## src/rtl/dmaRouterPkg.sv

```systemverilog
package dmaRouterPkg;
  localparam int SEL_W     = 4;
  localparam int CLASS_W   = 3;
  localparam int TMR_COUNT = 5;
  localparam int REQ_COUNT = TMR_COUNT + 5;
  localparam int REQ_BASE  = (1 << SEL_W) - REQ_COUNT;
  localparam int IDX_ADC   = TMR_COUNT;
  localparam int IDX_TX0   = TMR_COUNT + 1;
  localparam int IDX_RX0   = TMR_COUNT + 2;
  localparam int IDX_TX1   = TMR_COUNT + 3;
  localparam int IDX_RX1   = TMR_COUNT + 4;

  typedef enum logic [CLASS_W-1:0] {
    CLS_MEM = 3'd0,
    CLS_ADC = 3'd1,
    CLS_RX0 = 3'd2,
    CLS_TX0 = 3'd3,
    CLS_RX1 = 3'd4,
    CLS_TX1 = 3'd5
  } addrClass_e;

  typedef struct packed {
    logic                 selValid;
    logic [REQ_COUNT-1:0] selHot;
    logic                 gateOk;
    logic                 clrFire;
  } routeCtl_t;
endpackage

```

## src/rtl/dmaRouterCtrl.sv

```systemverilog
module dmaRouterCtrl
  import dmaRouterPkg::*;
(
  input  logic               clk,
  input  logic               rstN,
  input  logic [SEL_W-1:0]   reqSel,
  input  logic               chanEn,
  input  logic               masterEn,
  input  logic               xferEnd,
  input  logic               nmiFlag,
  input  logic               addrErr,
  input  logic               burstMode,
  input  logic               xferDone,
  input  logic               lastXfer,
  input  logic [CLASS_W-1:0] srcClass,
  input  logic [CLASS_W-1:0] dstClass,
  output routeCtl_t          ctl,
  output logic               cfgErr
);
  logic [REQ_COUNT-1:0] hot;

  // One decode comparator per routable request line
  for (genvar i = 0; i < REQ_COUNT; i++) begin : g_dec
    assign hot[i] = (reqSel == SEL_W'(REQ_BASE + i));
  end

  always_comb begin
    ctl.selHot   = hot;
    ctl.selValid = |hot;
    ctl.gateOk   = chanEn & masterEn & ~xferEnd & ~nmiFlag & ~addrErr;
    ctl.clrFire  = ctl.selValid & xferDone & (~burstMode | lastXfer);
  end

  // Register-binding check for serial and ADC requests
  always_comb begin
    cfgErr = 1'b0;
    if (hot[IDX_ADC]) cfgErr = (srcClass != CLS_ADC);
    if (hot[IDX_TX0]) cfgErr = (dstClass != CLS_TX0);
    if (hot[IDX_RX0]) cfgErr = (srcClass != CLS_RX0);
    if (hot[IDX_TX1]) cfgErr = (dstClass != CLS_TX1);
    if (hot[IDX_RX1]) cfgErr = (srcClass != CLS_RX1);
  end

  p_burst_last_r8: assert property (@(posedge clk) disable iff (!rstN)
    (ctl.clrFire && burstMode) |-> lastXfer);

  p_cfg_scope_r4: assert property (@(posedge clk) disable iff (!rstN)
    cfgErr |-> (reqSel >= SEL_W'(REQ_BASE + IDX_ADC)));

  p_sel_onehot_r2: assert property (@(posedge clk) disable iff (!rstN)
    $onehot0(ctl.selHot));
endmodule

```

## src/rtl/dmaRouterDatapath.sv

```systemverilog
module dmaRouterDatapath
  import dmaRouterPkg::*;
(
  input  logic                 clk,
  input  logic                 rstN,
  input  routeCtl_t            ctl,
  input  logic [REQ_COUNT-1:0] periphReq,
  input  logic [REQ_COUNT-1:0] periphIntEn,
  output logic                 dmaTrig,
  output logic [REQ_COUNT-1:0] reqClr,
  output logic [REQ_COUNT-1:0] cpuIrq
);
  logic [REQ_COUNT-1:0] liveReq;

  assign liveReq = periphReq & periphIntEn;
  assign cpuIrq  = liveReq & ~ctl.selHot;

  always_ff @(posedge clk or negedge rstN) begin
    if (!rstN) begin
      dmaTrig <= 1'b0;
      reqClr  <= '0;
    end else begin
      dmaTrig <= ctl.gateOk & |(liveReq & ctl.selHot);
      reqClr  <= ctl.clrFire ? ctl.selHot : '0;
    end
  end

  p_trig_gate_r1: assert property (@(posedge clk) disable iff (!rstN)
    dmaTrig |-> $past(ctl.gateOk));

  p_trig_source_r2: assert property (@(posedge clk) disable iff (!rstN)
    dmaTrig |-> $past(|(periphReq & periphIntEn & ctl.selHot)));

  p_clr_onehot_r7: assert property (@(posedge clk) disable iff (!rstN)
    $onehot0(reqClr));

  p_clr_cause_r7: assert property (@(posedge clk) disable iff (!rstN)
    (|reqClr) |-> $past(ctl.clrFire));

  p_irq_enable_r9: assert property (@(posedge clk) disable iff (!rstN)
    (cpuIrq & ~periphIntEn) == '0);
endmodule

```

## src/rtl/dmaReqRouter.sv

```systemverilog
module dmaReqRouter
  import dmaRouterPkg::*;
(
  input  logic                 clk,
  input  logic                 rstN,
  input  logic [SEL_W-1:0]     reqSel,
  input  logic                 chanEn,
  input  logic                 masterEn,
  input  logic                 xferEnd,
  input  logic                 nmiFlag,
  input  logic                 addrErr,
  input  logic                 burstMode,
  input  logic                 xferDone,
  input  logic                 lastXfer,
  input  logic [CLASS_W-1:0]   srcClass,
  input  logic [CLASS_W-1:0]   dstClass,
  input  logic [REQ_COUNT-1:0] periphReq,
  input  logic [REQ_COUNT-1:0] periphIntEn,
  output logic                 dmaTrig,
  output logic [REQ_COUNT-1:0] reqClr,
  output logic [REQ_COUNT-1:0] cpuIrq,
  output logic                 cfgErr
);
  routeCtl_t ctl;

  dmaRouterCtrl u_ctrl (
    .clk(clk), .rstN(rstN), .reqSel(reqSel),
    .chanEn(chanEn), .masterEn(masterEn), .xferEnd(xferEnd),
    .nmiFlag(nmiFlag), .addrErr(addrErr), .burstMode(burstMode),
    .xferDone(xferDone), .lastXfer(lastXfer),
    .srcClass(srcClass), .dstClass(dstClass),
    .ctl(ctl), .cfgErr(cfgErr)
  );

  dmaRouterDatapath u_dp (
    .clk(clk), .rstN(rstN), .ctl(ctl),
    .periphReq(periphReq), .periphIntEn(periphIntEn),
    .dmaTrig(dmaTrig), .reqClr(reqClr), .cpuIrq(cpuIrq)
  );
endmodule

```

## config.mk

```make
export PLATFORM = sky130hd
export DESIGN_NAME = dmaReqRouter
export DESIGN_NICKNAME = d
export VERILOG_FILES = /design/src/rtl/dmaRouterPkg.sv /design/src/rtl/dmaRouterCtrl.sv /design/src/rtl/dmaRouterDatapath.sv /design/src/rtl/dmaReqRouter.sv
export SDC_FILE = /design/constraint.sdc
export NUM_CORES = 1
export LEC_CHECK = 0
export ABC_CLOCK_PERIOD_IN_PS = 1000
export BUFFER_PORTS_ARGS = -buffer_cell sky130_fd_sc_hd__buf_2
export CORE_MARGIN = 2
export CORE_UTILIZATION = 38
export DETAILED_ROUTE_END_ITERATION = 10
export GPL_TIMING_DRIVEN = 0
export HOLD_SLACK_MARGIN = 0.02
export MAX_ROUTING_LAYER = met4
export PLACE_DENSITY = 0.79
export SYNTH_ARGS = -nofsm -noshare
export SYNTH_HDL_FRONTEND = slang
export SYNTH_SLANG_ARGS = --single-unit
```

## constraint.sdc

```tcl
create_clock -name clk -period 1 [get_ports clk]
set_input_delay 0.05 -clock clk [delete_from_list [all_inputs] [get_ports clk]]
set_output_delay 0.05 -clock clk [all_outputs]
set_load 0.05 [all_outputs]
```

==> results of run 1 <==
registers in the layout, indices dropped and copies added (netlist names):
| register | flops |
|---|---|
| u_dp.reqClr | 10 |
| u_dp.dmaTrig | 1 |
final cells by class:
class	count	area share (%)
clock buffers	4	2.10
inverters	1	0.301
repair buffers	62	29.6
multi-input cells	74	39.7
plain buffers	4	3.61
flip-flops and latches	11	22.0
well taps	27	2.71
cells by family after synthesis:
| logic type | synth area share, % |
|---|---|
| AO/OA/AOI/OAI | 11.7 |
| buffers and inverters | 5.50 |
| flip-flops | 36.7 |
| AND/OR/NAND/NOR | 46.2 |
synthesized netlist by cell type (2+ instances only):
library cell / instances / area [um2]
a21oi_1: 2 / 10.0
a31oi_1: 4 / 25.0
and4bb_1: 2 / 25.0
buf_4: 2 / 15.0
buf_6: 2 / 22.5
dfrtp_1: 11 / 275
nand2_1: 13 / 48.8
nand2b_2: 2 / 17.5
nand4b_1: 2 / 17.5
nor2_1: 20 / 75.1
nor2b_1: 5 / 31.3
nor3_1: 4 / 20.0
nor4_1: 4 / 25.0
o32ai_1: 2 / 17.5
per-layer routing:
metal,routed length (um),up-vias
met2,1040,36
met5,0,-
met1,786,409
li1,-,455
met4,23,0
met3,121,2
metrics by stage:
| step | utilization, % | instances |
|---|---|---|
| 6_report | 65.7 | 183 |
| 5_1_grt | 65.7 | 183 |
| 3_3_place_gp | 59.8 | 178 |
| 4_1_cts | 63.8 | 183 |
| 2_1_floorplan | - | 90 |
| 3_5_place_dp | 59.8 | 178 |
critical path, delay by kind of cell:
kind / cells / cell delay [ps]
buf+inv: 3 / 460
simple gates: 1 / 260
compound gates: 2 / 290
power by group through the flow:
stage / combinational, mW / clock [mW] / sequential [mW]
3_3_place_gp: 0.386 / 0 / 0.458
4_1_cts: 0.417 / 0.296 / 0.450
3_5_place_dp: 0.393 / 0 / 0.458
2_1_floorplan: 0.235 / 0 / 0.474
5_1_grt: 0.464 / 0.317 / 0.450
6_report: 0.428 / 0.288 / 0.450
cell usage in the layout, fill, tap and decap left out:
cell type	Yosys	layout
nor2b_1	5	2
a21oi_2	1	3
buf_6	2	9
nand4_1	1	1
nand2_2	1	1
nand4bb_1	1	1
nor4_2	0	1
buf_4	2	4
nor4_1	4	3
or2b_1	1	1
nor4b_2	1	1
nor3_2	1	1
a31oi_2	0	1
inv_1	1	1
nand3_1	1	1
nand2_4	1	1
and4bb_1	2	2
nor2_1	20	14
nand4b_1	2	2
clkbuf_1	0	1
dlygate4sd3_1	0	1
o32ai_1	2	2
clkbuf_4	0	4
nor2b_2	0	3
nor3_1	4	4
nor2_2	0	6
nand2b_2	2	2
buf_8	0	1
o21ai_1	0	1
a31oi_1	4	3
or4_1	1	1
a211oi_2	1	1
nand2_1	13	13
buf_2	0	50
a32oi_4	0	1
nand2b_1	1	1
dfrtp_1	11	11
how the worst max path moves through the flow:
stage,slack [ps],cells after the start,startpoint,endpoint
after global routing,-160,6,reqSel[1],cfgErr
after floorplan,-90,4,srcClass[0],cfgErr
final,-110,6,reqSel[1],cfgErr
after global placement,-300,6,reqSel[0],cfgErr
after detailed placement,-320,6,reqSel[0],cfgErr
after CTS,-120,6,reqSel[1],cfgErr
what timing repair did:
action	CTS	global route
setup buffers	0	0
endpoints found under the setup margin	2	6
gates resized for setup	11	12
endpoints found under the hold margin	12	0
pin swaps	2	1
hold buffers	1	0
==> flow_metrics.tcl, run 1 <==
set metrics [dict create \
    status "complete, but fails checks" \
    failed_checks "negative setup slack" \
    die_w_um 48.4 \
    num-fill-cells 174 \
    grt_antenna_before_repair 0 \
    critPathRequiredTime_ps 950 \
    design.die.area_um2 2350 \
    grtUsageMet3_pct 2.78 \
    p_int_mw 0.774 \
    place_hpwl_mm 1.67 \
    hold_end "u_dp.dmaTrig" \
    cpPeakStageDelay_ps 260 \
    routabilityCongestion 0.789 \
    busiest_layer "met2" \
    drv_slew 0 \
    nets 197 \
    grt_pass1_wl_mm 3.48 \
    coreArea_um2 1900 \
    wl_per_cell_um 10.8 \
    hold_violations 0 \
    pwr-share-comb_pct 36.7 \
    yosysWarnings 0 \
    finalCriticalPeriod_ps 1110 \
    synthCells 90 \
    setup_viol 1 \
    cap_violations 0 \
    synth_area_um2 751 \
    netSwitchingFraction_pct 33.6 \
    synth_ff_type "dfrtp_1" \
    cp_max_fo 10 \
    pre_cts_slack_ps -320 \
    viasPerCell 4.93 \
    rsz0062_at_grt "yes" \
    ant_nets 0 \
    crit_slowest_cell "nor4b_2" \
    seq_area_um2 275 \
    drc 0 \
    period_share_pct 111 \
    min-delay-path-class "in -> reg" \
    powerDensity_nw_per_um2 933 \
    fin_ws_ps -110 \
    placed_area_um2 1140 \
    use_met1_pct 21.4 \
    clockBufferDepth 2 \
    power_switching_mw 0.391 \
    power_mw 1.17 \
    p_seq_share_pct 38.6 \
    power.share.clock_pct 24.7 \
    first_global_vias 830 \
    wl_mm 1.97 \
    cts_tree "done" \
    drt-initial-drc-count 9 \
    antennaDiodeCount 0 \
    synth.avg_cell_area_um2 8.34 \
    root_buffer "clkbuf_4" \
    num_vias 902 \
    max_freq_mhz 901 \
    gr-usage-met2_pct 34.7 \
    setup_tns_ps -110 \
    relSlewSlack_pct 79.3 \
    cp.arrival_ps 1060 \
    ys_seq_area_share_pct 36.7 \
    drive_gt1_share_pct 57.7 \
    io_pins 62 \
    start_util_pct 39.5 \
    hold_ws_ps 14.1 \
    peakVddDrop_v 0.000485 \
    path_cells "buf_4 -> buf_8 -> nor4b_2 -> o21ai_1 -> a32oi_4 -> buf_6" \
    htree_levels 1 \
    grt.overflow.total 0 \
    synth.distinct_cells 29 \
    port_buffers 61 \
    end_kind "primary output" \
    cts_sinks 11 \
    worst_pin_slew_ps 310 \
    area_growth_pct 66.3 \
    cts_buffers 3 \
    worst_hold_path.num_cells 3 \
    syn_nets 130 \
    clk_pin_slew_ps 60 \
    die_y_um 48.4 \
    synth_edf_count 0 \
    synth_seq_cells 11 \
    worstHoldStart "addrErr" \
    synthArstFlopShare_pct 100 \
    multiInputGateArea_um2 495 \
    cellLeakagePower_nw 0.632 \
    track_usage_pct 19.2 \
    grt_max_degree 12 \
    startpoint_type "input port" \
    rows 16 \
    drt_pass1_iterations 4 \
    final_cell_area_um2 1250 \
    path_class "in -> out" \
]
Power figures use the tool's default switching activity.
==> run 2: changes to the inputs <==
Settings changed: ABC_CLOCK_PERIOD_IN_PS 1000 to 900, CORE_UTILIZATION 38 to 34, PLACE_DENSITY 0.79 to 0.75.
Clock period 1 ns to 0.9 ns, I/O delays scaled along.
==> flow_metrics.tcl, run 2 (synthesis results as in run 1) <==
set metrics [dict create \
    crit_end "cfgErr" \
    largest_register_ffs 10 \
    grt.overflow.total 0 \
    area_growth_pct 86.5 \
    cts_sinks 11 \
    cp.arrival_ps 1050 \
    nets 201 \
    relSlewSlack_pct 80.4 \
    fin_util_pct 65.2 \
    wl_per_cell_um 12.2 \
    first_global_vias 825 \
    final_cell_mix "buf_2, buf_6, buf_4" \
    clockBufferDepth 2 \
    drt_pass1_iterations 4 \
    dpl.cell_count 179 \
    largest_register "u_dp.reqClr" \
    rsz0062_at_grt "yes" \
    cellLeakagePower_nw 0.671 \
    finalCriticalPeriod_ps 1100 \
    viasPerCell 4.98 \
    status "complete, but fails checks" \
    startpoint_type "input port" \
    critPathRequiredTime_ps 850 \
    failed_checks "negative setup slack" \
    hold_violations 0 \
    period_share_pct 122 \
    final_cells 188 \
    path_class "in -> out" \
    cp_max_fo 3 \
    cts_buffers 3 \
    end_kind "primary output" \
    die_y_um 51.0 \
    htree_levels 1 \
    wl_mm 2.29 \
    die_w_um 51.0 \
    powerDensity_nw_per_um2 968 \
    coreArea_um2 2150 \
    cts_tree "done" \
    antennaDiodeCount 0 \
    place_hpwl_mm 1.66 \
    grt_pass1_wl_mm 3.28 \
    num_vias 936 \
    fin_ws_ps -198 \
    design.die.area_um2 2600 \
    drive_gt1_share_pct 63.7 \
    peakVddDrop_v 0.000594 \
    drt-initial-drc-count 15 \
    port_buffers 61 \
    drc 0 \
    layout_commonest_cell "buf_2" \
    crit_start "srcClass[0]" \
    num-fill-cells 172 \
    min-delay-path-class "in -> reg" \
    grt_antenna_before_repair 0 \
    grt_max_degree 12 \
    worst_pin_slew_ps 292 \
    max_freq_mhz 911 \
    drv_slew 0 \
    track_usage_pct 17.0 \
    clk_pin_slew_ps 60 \
    cap_violations 0 \
    setup_viol 4 \
    ant_nets 0 \
    root_buffer "clkbuf_4" \
    rows 17 \
    routabilityCongestion 0.815 \
    start_util_pct 34.9 \
    top_regs "u_dp.reqClr: 10 flops, u_dp.dmaTrig: 1 flops" \
    io_pins 62 \
]
run 2: repair_timing:
| action | in CTS | in global routing |
|---|---|---|
| endpoints found under the hold margin | 11 | 0 |
| pin swaps | 3 | 2 |
| endpoints found under the setup margin | 10 | 18 |
| gates resized for setup | 30 | 31 |
| setup buffers | 3 | 1 |
| hold buffers | 1 | 0 |
run 2: area by class of cell:
type / count / area (um2) / area share [%]
Multi-Input combinational cell: 74 / 562 / 40.1
Sequential cell: 11 / 275 / 19.7
Tap cell: 28 / 35.0 / 2.50
Timing Repair Buffer: 66 / 453 / 32.4
Buffer: 4 / 45.0 / 3.22
Inverter: 1 / 3.75 / 0.268
Clock buffer: 4 / 26.3 / 1.88
run 2: critical path, cell delays in order:
cell	delay, ps
buf_2	100
and4bb_1	220
nor4b_2	240
o21ai_2	100
a32oi_4	160
buf_6	180
run 2: layer usage:
metal | track usage (%) | vias to the layer above | share of wire, %
li1 | - | 463 | -
met1 | 17.4 | 441 | 38
met2 | 30.7 | 30 | 56
met3 | 3.51 | 2 | 5.6
met4 | 8.11 | 0 | 0.70
met5 | - | - | 0
run 2: worst min path at each step:
stage	start	to	cells after the start
2_1_floorplan	rstN	u_dp.dmaTrig	0
3_3_place_gp	rstN	u_dp.reqClr[9]	1
3_5_place_dp	rstN	u_dp.reqClr[3]	1
4_1_cts	xferEnd	u_dp.dmaTrig	3
5_1_grt	nmiFlag	u_dp.dmaTrig	3
6_report	xferEnd	u_dp.dmaTrig	3
run 2: power by group:
group / switching [mW] / leakage (nW) / internal, mW
Sequential: 0.00103 / 0.153 / 0.499
Combinational: 0.316 / 0.503 / 0.224
Clock: 0.144 / 0.0150 / 0.171
Total: 0.462 / 0.671 / 0.894
run 2: metrics by stage:
stage	power, mW	setup WS (ps)	setup TNS [ps]	instance area, um2	hold WS [ps]
6_report	1.36	-198	-229	1400	26.1
5_1_grt	1.43	-273	-456	1400	26.7
4_1_cts	1.33	-214	-214	1300	21.6
3_5_place_dp	0.946	-408	-1380	1140	-90.1
3_3_place_gp	0.941	-399	-1410	1140	-93.9
2_1_floorplan	0.789	-176	-183	801	-251
==> run 3: changes to the inputs <==
Settings changed: TNS_END_PERCENT set to 5.
==> flow_metrics.tcl, run 3 (synthesis results as in run 1) <==
set metrics [dict create \
    port_buffers 61 \
    worst_hold_path.num_cells 3 \
    die_w_um 51.0 \
    path_class "in -> out" \
    grt_max_degree 12 \
    largest_register "u_dp.reqClr" \
    end_kind "primary output" \
    num_vias 908 \
    min-delay-path-class "in -> reg" \
    peakVddDrop_v 0.000552 \
    status "complete, but fails checks" \
    cp.arrival_ps 1090 \
    period_share_pct 126 \
    fin_ws_ps -237 \
    wl_mm 2.13 \
    htree_levels 1 \
    failed_checks "negative setup slack" \
    crit_start "reqSel[0]" \
    power_mw 1.31 \
    viasPerCell 4.88 \
    worst_pin_slew_ps 325 \
    first_global_vias 880 \
    ant_nets 0 \
    grt_pass1_wl_mm 3.46 \
    powerDensity_nw_per_um2 1000 \
    grt.overflow.total 0 \
    crit_end "cfgErr" \
    drive_gt1_share_pct 53.8 \
    wl_per_cell_um 11.4 \
    path_cells "buf_8 -> and4bb_1 -> nor4b_2 -> o21ai_2 -> a32oi_4 -> buf_6" \
    critPathRequiredTime_ps 850 \
    pre_cts_slack_ps -405 \
    cap_violations 0 \
    cpPeakStageDelay_ps 290 \
    die_y_um 51.0 \
    finalCriticalPeriod_ps 1140 \
    holdBufCountCts 1 \
    crit_slowest_cell "nor4b_2" \
    nets 199 \
    top_regs "u_dp.reqClr: 10 flops, u_dp.dmaTrig: 1 flops" \
    clk_pin_slew_ps 60 \
    grt_antenna_before_repair 0 \
    rsz0062_at_grt "yes" \
    track_usage_pct 17.7 \
    area_growth_pct 74.5 \
    relSlewSlack_pct 78.3 \
    drt-initial-drc-count 6 \
    cellLeakagePower_nw 0.657 \
    root_buffer "clkbuf_4" \
    final_cell_mix "buf_2, nor2_1, buf_6, buf_4, nand2_1" \
    num-fill-cells 196 \
    largest_register_ffs 10 \
    cp_max_fo 4 \
    io_pins 62 \
    design.die.area_um2 2600 \
    place_hpwl_mm 1.67 \
    cts_sinks 11 \
    antennaDiodeCount 0 \
    max_freq_mhz 879 \
    hold_violations 0 \
    routabilityCongestion 0.825 \
    cts_tree "done" \
    fin_util_pct 61.0 \
    drv_slew 0 \
    setup_viol 5 \
    rows 17 \
    drc 0 \
    layout_commonest_cell "buf_2" \
    startpoint_type "input port" \
    coreArea_um2 2150 \
    cts_buffers 3 \
    drt_pass1_iterations 4 \
    clockBufferDepth 2 \
    start_util_pct 34.9 \
]
==> run 3: cell types whose count changed in the layout (fill, tap and decap cells not counted), sizes merged <==
| cell | previous run | this run |
|---|---|---|
| clkbuf | 6 | 7 |
| buf | 67 | 64 |
==> run 3: worst min path at each step <==
stage	start	endpoint	slack, ps
2_1_floorplan	rstN	u_dp.dmaTrig	-250
3_3_place_gp	rstN	u_dp.reqClr[1]	-90
3_5_place_dp	rstN	u_dp.reqClr[0]	-90
4_1_cts	addrErr	u_dp.dmaTrig	20
5_1_grt	addrErr	u_dp.dmaTrig	20
6_report	addrErr	u_dp.dmaTrig	20
==> run 3: power breakdown <==
| part | switching, mW | internal (mW) |
|---|---|---|
| clock | 0.137 | 0.171 |
| sequential | 0.00119 | 0.499 |
| combinational | 0.289 | 0.213 |
==> run 3: metal layers <==
layer	track usage [%]	share of wire, %	vias up
met4	8.11	0.99	0
met3	2.05	4.4	2
li1	-	-	458
met2	33.8	59	26
met5	-	0	-
met1	17.8	36	422
==> run 3: timing repair <==
action,CTS,global route
setup buffers,2,0
setup endpoints to repair,10,23
hold endpoints to repair,12,1
gates resized for setup,26,27
pin swaps,5,0
==> run 3: cell type report <==
type	instances	area (um2)	share of cell area, %
tap	28	35.0	2.67
inverter	1	3.75	0.287
timing repair buffer	64	444	33.9
buffer	4	41.3	3.15
multi-input combinational	74	484	37.0
clock buffer	4	26.3	2.01
sequential	11	275	21.0
==> run 3: metrics by stage <==
step / cell area (um2) / setup TNS (ps) / hold slack (ps) / cells
CTS: 1250 / -267 / 16.9 / 186
floorplan: 773 / -1730 / -251 / 90
global placement: 1110 / -1140 / -94.4 / 179
global route: 1310 / -732 / 15.5 / 186
detailed placement: 1110 / -1160 / -92.4 / 179
finish: 1310 / -300 / 23.9 / 186
==> run 3: critical path, delay by kind of cell <==
kind	cells	cell delay (ps)
simple gates	2	500
buf+inv	2	260
compound gates	2	290
